<file path="src/rtl/eic_pkg.sv">
package eic_pkg;

    typedef enum logic [1:0] {
        SENSE_LOW  = 2'b00,
        SENSE_ANY  = 2'b01,
        SENSE_FALL = 2'b10,
        SENSE_RISE = 2'b11
    } sense_e;

    localparam int FIELD_W = 2;

endpackage

</file>
<file path="src/rtl/eic_regs.sv">
module eic_regs
    import eic_pkg::*;
#(
    parameter int NUM_LINES = 8,
    parameter int DATA_W    = 8,
    parameter int ADDR_W    = 2
) (
    input  logic                         clk,
    input  logic                         rst_n,
    input  logic                         we,
    input  logic [ADDR_W-1:0]            addr,
    input  logic [DATA_W-1:0]            wdata,
    output logic [FIELD_W*NUM_LINES-1:0] sense_flat,
    output logic [NUM_LINES-1:0]         mask,
    output logic [NUM_LINES-1:0]         flag_clr
);

    localparam int LINES_PER_REG = DATA_W / FIELD_W;
    localparam int NUM_SREGS     = (NUM_LINES + LINES_PER_REG - 1) / LINES_PER_REG;
    localparam int MASK_ADDR     = NUM_SREGS;
    localparam int FLAG_ADDR     = NUM_SREGS + 1;

    typedef struct packed {
        logic [NUM_SREGS-1:0][DATA_W-1:0] sense;
        logic [NUM_LINES-1:0]             mask;
    } regs_t;

    regs_t regs_d, regs_q;

    always_comb begin
        regs_d = regs_q;
        if (we) begin
            for (int r = 0; r < NUM_SREGS; r++) begin
                if (addr == ADDR_W'(r)) begin
                    regs_d.sense[r] = wdata;
                end
            end
            if (addr == ADDR_W'(MASK_ADDR)) begin
                regs_d.mask = wdata[NUM_LINES-1:0];
            end
        end
    end

    always_ff @(posedge clk or negedge rst_n) begin
        if (!rst_n) begin
            regs_q <= '0;
        end else begin
            regs_q <= regs_d;
        end
    end

    assign sense_flat = (FIELD_W*NUM_LINES)'(regs_q.sense);
    assign mask       = regs_q.mask;
    assign flag_clr   = (we && addr == ADDR_W'(FLAG_ADDR)) ? wdata[NUM_LINES-1:0] : '0;

endmodule

</file>
<file path="src/rtl/eic_line_detect.sv">
module eic_line_detect
    import eic_pkg::*;
#(
    parameter bit ASYNC_PATH  = 1'b0,
    parameter int SYNC_STAGES = 2
) (
    input  logic               clk,
    input  logic               rst_n,
    input  logic               io_clk_en,
    input  logic               pin,
    input  logic [FIELD_W-1:0] sense,
    input  logic               ack,
    input  logic               clr,
    output logic               flag,
    output logic               req_src
);

    logic   cur;
    logic   prev;
    logic   gate;
    sense_e mode;

    generate
        if (ASYNC_PATH) begin : g_direct
            logic samp_d, samp_q;

            always_comb begin
                samp_d = pin;
            end

            always_ff @(posedge clk or negedge rst_n) begin
                if (!rst_n) begin
                    samp_q <= 1'b1;
                end else begin
                    samp_q <= samp_d;
                end
            end

            assign cur  = pin;
            assign prev = samp_q;
        end else begin : g_synced
            typedef struct packed {
                logic [SYNC_STAGES-1:0] chain;
                logic                   last;
            } sync_t;

            sync_t sync_d, sync_q;

            always_comb begin
                sync_d.chain = {sync_q.chain[SYNC_STAGES-2:0], pin};
                sync_d.last  = sync_q.chain[SYNC_STAGES-1];
            end

            always_ff @(posedge clk or negedge rst_n) begin
                if (!rst_n) begin
                    sync_q <= '1;
                end else begin
                    sync_q <= sync_d;
                end
            end

            assign cur  = sync_q.chain[SYNC_STAGES-1];
            assign prev = sync_q.last;
        end
    endgenerate

    assign gate = ASYNC_PATH ? 1'b1 : io_clk_en;
    assign mode = sense_e'(sense);

    logic rise_evt, fall_evt, hit;
    logic flag_d, flag_q;

    always_comb begin
        rise_evt = cur & ~prev;
        fall_evt = ~cur & prev;
        unique case (mode)
            SENSE_ANY:  hit = rise_evt | fall_evt;
            SENSE_FALL: hit = fall_evt;
            SENSE_RISE: hit = rise_evt;
            default:    hit = 1'b0;
        endcase

        flag_d = flag_q;
        if (ack || clr) begin
            flag_d = 1'b0;
        end
        if (hit && gate) begin
            flag_d = 1'b1;
        end
    end

    always_ff @(posedge clk or negedge rst_n) begin
        if (!rst_n) begin
            flag_q <= 1'b0;
        end else begin
            flag_q <= flag_d;
        end
    end

    assign flag    = flag_q;
    assign req_src = (mode == SENSE_LOW) ? ~cur : flag_q;

endmodule

</file>
<file path="src/rtl/eic_top.sv">
module eic_top
    import eic_pkg::*;
#(
    parameter int NUM_LINES   = 8,
    parameter int ASYNC_LINES = 4,
    parameter int SYNC_STAGES = 2,
    parameter int DATA_W      = 8,
    parameter int ADDR_W      = 2
) (
    input  logic                         clk,
    input  logic                         rst_n,
    input  logic                         io_clk_en,
    input  logic                         gie,
    input  logic [NUM_LINES-1:0]         line_in,
    input  logic [NUM_LINES-1:0]         irq_ack,
    input  logic                         reg_we,
    input  logic [ADDR_W-1:0]            reg_addr,
    input  logic [DATA_W-1:0]            reg_wdata,
    output logic [FIELD_W*NUM_LINES-1:0] sense_o,
    output logic [NUM_LINES-1:0]         mask_o,
    output logic [NUM_LINES-1:0]         flag_o,
    output logic [NUM_LINES-1:0]         irq_req
);

    logic [FIELD_W*NUM_LINES-1:0] sense_flat;
    logic [NUM_LINES-1:0]         mask;
    logic [NUM_LINES-1:0]         flag_clr;
    logic [NUM_LINES-1:0]         req_src;
    logic [NUM_LINES-1:0]         flags;

    eic_regs #(
        .NUM_LINES (NUM_LINES),
        .DATA_W    (DATA_W),
        .ADDR_W    (ADDR_W)
    ) u_regs (
        .clk        (clk),
        .rst_n      (rst_n),
        .we         (reg_we),
        .addr       (reg_addr),
        .wdata      (reg_wdata),
        .sense_flat (sense_flat),
        .mask       (mask),
        .flag_clr   (flag_clr)
    );

    generate
        for (genvar i = 0; i < NUM_LINES; i++) begin : g_line
            eic_line_detect #(
                .ASYNC_PATH  (i < ASYNC_LINES),
                .SYNC_STAGES (SYNC_STAGES)
            ) u_det (
                .clk       (clk),
                .rst_n     (rst_n),
                .io_clk_en (io_clk_en),
                .pin       (line_in[i]),
                .sense     (sense_flat[FIELD_W*i +: FIELD_W]),
                .ack       (irq_ack[i]),
                .clr       (flag_clr[i]),
                .flag      (flags[i]),
                .req_src   (req_src[i])
            );
        end
    endgenerate

    assign sense_o = sense_flat;
    assign mask_o  = mask;
    assign flag_o  = flags;
    assign irq_req = {NUM_LINES{gie}} & mask & req_src;

endmodule

</file>
<file path="config.mk">
export PLATFORM = sky130hd
export DESIGN_NAME = eic_top
export DESIGN_NICKNAME = d
export VERILOG_FILES = /design/src/rtl/eic_pkg.sv /design/src/rtl/eic_regs.sv /design/src/rtl/eic_line_detect.sv /design/src/rtl/eic_top.sv
export SDC_FILE = /design/constraint.sdc
export NUM_CORES = 1
export LEC_CHECK = 0
export BUFFER_PORTS_ARGS = -buffer_cell sky130_fd_sc_hd__buf_2
export CAP_MARGIN = 20
export CORE_MARGIN = 2
export CORE_UTILIZATION = 48
export CTS_BUF_LIST = sky130_fd_sc_hd__clkbuf_8
export CTS_CLUSTER_SIZE = 28
export DETAILED_ROUTE_END_ITERATION = 8
export HOLD_SLACK_MARGIN = 0.08
export PLACE_DENSITY = 0.78
export SETUP_SLACK_MARGIN = 0.02
export SYNTH_ARGS = -nofsm -noshare
export SYNTH_HDL_FRONTEND = slang
export SYNTH_SLANG_ARGS = --single-unit
</file>
<file path="constraint.sdc">
create_clock -name clk -period 1.3 [get_ports clk]
set_input_delay 0.065 -clock clk [delete_from_list [all_inputs] [get_ports clk]]
set_output_delay 0.065 -clock clk [all_outputs]
set_load 0.01 [all_outputs]
</file>
==> reports/metrics.cfg <==
[die]
dieArea_um2 = 5430
core_area_um2 = 4690
start_util_pct = 49.7
die_y_um = 73.7
die_width_um = 73.7
ioPinCount = 71
row_count = 25

[layout]
drive_gt1_share_pct = 62.1
fin_area_um2 = 3400
insertedDiodeCount = 0
finalNetCount = 347
syn_to_final_growth_pct = 45.7

[sta]
relSlewSlack_pct = 82.2
drv_slew = 0
fmax_mhz = 703
setup_viol_count_final = 11
hold_viol_final = 0
finalWorstSetupSlack_ps = -122
fin_crit_ps = 1420
grt_setup_unrepaired = true
max_slew.worst_pin.slew_ps = 266
tns_ps = -786
timing.final.crit_share_pct = 109
clock_skew_ps = 11.8
whs_ps = 103

[hold_path]
hold_depth = 3
hp-class = in -> reg

[yosys]
synth_area_leader_cell = dfrtp_1
synth_common_cells = dfrtp_1, mux2_2, inv_1, dfstp_2, ha_1
yosysWarningCount = 0
synthCells = 186
synth_top_area_share_pct = 34.4
synth_area_per_cell_um2 = 12.5
seq_area_frac_synth_pct = 52.4
async_flop_share_pct = 100
yosysMostFrequentCell = dfrtp_1
synth_edf_count = 0
synth_cell_types = 26
ys_seq_elements = 48
syn-cell-area_um2 = 2330
synthFlopType = dfrtp_1
synth_nets = 233
yosys-top-cells-area = dfrtp_1, dfstp_2, mux2_2

[route]
drc = 0
via_per_inst = 5.19
routedWlPerCell_um = 15.6
wl_mm = 5.54
dr.pass1.iters = 4
via_count = 1843
antenna_left = 0
drtIter0Drc = 95

[critical_path]
slowest_stage = dfstp_2
worstRegToRegCells = 4
worstPathRequired_ps = 1480
cp.arrival_ps = 1600
critPathKind = reg -> reg
path_cells = inv_2, ha_4, mux2_4, a221o_1
crit_path_end_kind = flip-flop
start_kind = flip-flop
crit_path_max_incr_delay_ps = 540
cp_max_fo = 2

[power]
p_leak_nw = 1.68
power_w = 0.00470
ir_drop_mv = 0.905
power_density_nw_per_um2 = 1380

[run_status]
violations = negative setup slack
status = complete, but fails checks

[clock_tree]
clk_latency_ps = 300
cts_root_buf = clkbuf_8
path_clk_slew_ps = 80
clockBufferDepth = 2
cts.sinks = 48
ctsHtreeMaxLevel = 2
cts_made_buffers = 5
cts_tree = built

[global_route]
grtUsageTotal_pct = 21.1
grt.overflow.total = 0
grt_pass1_vias = 1790
grt_max_degree = 49
antenna_found_initial = 0
grt_pass1_wl_mm = 8.60

[run]
maxCapViolCount = 0

[placed_design]
numPortBuffers = 70
gp_congestion = 0.762
postPlaceCellArea_um2 = 2800
hpwl_mm = 3.60

[stage by stage]
stage / setup slack, ps / cells / util, %
after global placement: -54.8 / 306 / 59.6
final: -122 / 355 / 72.4
after floorplan: -50.5 / 186 / -
after detailed placement: -83.0 / 306 / 59.6
after global routing: -155 / 355 / 72.4
after CTS: -109 / 353 / 71.3
[layout by cell type, fill, tap and decap left out, types with 2 or more instances in the layout]
| master | n |
|---|---|
| dfrtp_2 | 6 |
| dfrtp_1 | 26 |
| a221o_1 | 3 |
| o21ai_0 | 2 |
| ha_1 | 6 |
| nand2b_1 | 8 |
| o31ai_1 | 5 |
| and3_1 | 8 |
| mux2_2 | 24 |
| dfstp_2 | 16 |
| clkbuf_8 | 5 |
| nand3b_2 | 2 |
| inv_2 | 10 |
| a21oi_1 | 7 |
| nor2_2 | 2 |
| bufinv_16 | 3 |
| mux2_4 | 4 |
| ha_2 | 3 |
| dlygate4sd3_1 | 18 |
| o211ai_1 | 2 |
| inv_1 | 8 |
| buf_2 | 70 |
| buf_4 | 26 |
| a31o_2 | 2 |
| nor2_1 | 3 |
| o21ai_1 | 4 |
| ha_4 | 7 |
| nand2_1 | 4 |
| mux2i_1 | 3 |
| a21o_1 | 2 |
[logic make-up after synthesis]
logic type	count (synthesis)	share of synthesized area [%]
AOI/OAI and AO/OA	34	10.1
adders and majority gates	16	8.59
buffers and inverters	27	5.80
DFF	48	52.4
muxes	31	14.8
and+or+nand+nor	30	8.27
[final timing paths]
check / startpoint / to / slack (ps)
worst min register to register: g_line[4].u_det.g_synced.sync_d[2] / g_line[4].u_det.cur / 360
worst max-delay path: g_line[2].u_det.g_direct.samp_q / g_line[2].u_det.flag / -120
min in group asynchronous: rst_n / g_line[6].u_det.flag / 280
max in group asynchronous: rst_n / g_line[2].u_det.g_direct.samp_q / 730
worst min-delay path: irq_ack[6] / g_line[6].u_det.flag / 100
worst max register to register: g_line[2].u_det.g_direct.samp_q / g_line[2].u_det.flag / -120
[timing repair]
| item | 4_1_cts | 5_1_grt |
|---|---|---|
| resized for setup | 20 | 12 |
| hold buffers | 18 | 0 |
| buffers inserted | 21 | 2 |
| pin swaps | 17 | 8 |
| endpoints found under the hold margin | 80 | 0 |
| endpoints found under the setup margin | 16 | 16 |
[where the power goes]
group	internal, W	switching [W]
registers	0.00175	0.000233
clock network	0.000961	0.000491
logic	0.000702	0.000561
[worst max-delay path: cells and delay by family, from the launching register on]
family | cells | cell delay (ps)
buf+inv | 1 | 40
mux | 1 | 260
compound gates | 1 | 330
flops | 1 | 540
fa+ha+maj | 1 | 140
[layer usage]
| metal | global-route usage [%] | vias up | part of all wire (%) |
|---|---|---|---|
| met3 | 4.80 | 7 | 3.8 |
| met4 | 6.26 | 0 | 1.2 |
| met1 | 26.3 | 897 | 44 |
| met5 | 0 | - | 0 |
| li1 | - | 881 | - |
| met2 | 36.5 | 58 | 51 |
[cell type report]
class / count / area [um^2]
fill: 330 / 1290
sequential: 48 / 1230
clock inverter: 3 / 90.1
multi-input combinational: 111 / 1120
inverter: 18 / 67.6
clock buffer: 5 / 68.8
tap: 54 / 67.6
timing repair buffer: 116 / 757
[flip-flops by register name (all words and copies together) (netlist names)]
register	flops
g_line.u_det.g_direct.samp_q	4
u_regs.sense_flat	16
g_line.u_det.flag	8
g_line.u_det.g_synced.sync_d	4
u_regs.mask	8
g_line.u_det.cur	4
g_line.u_det.prev	4
Note: power is estimated with default switching activity, not from simulation.
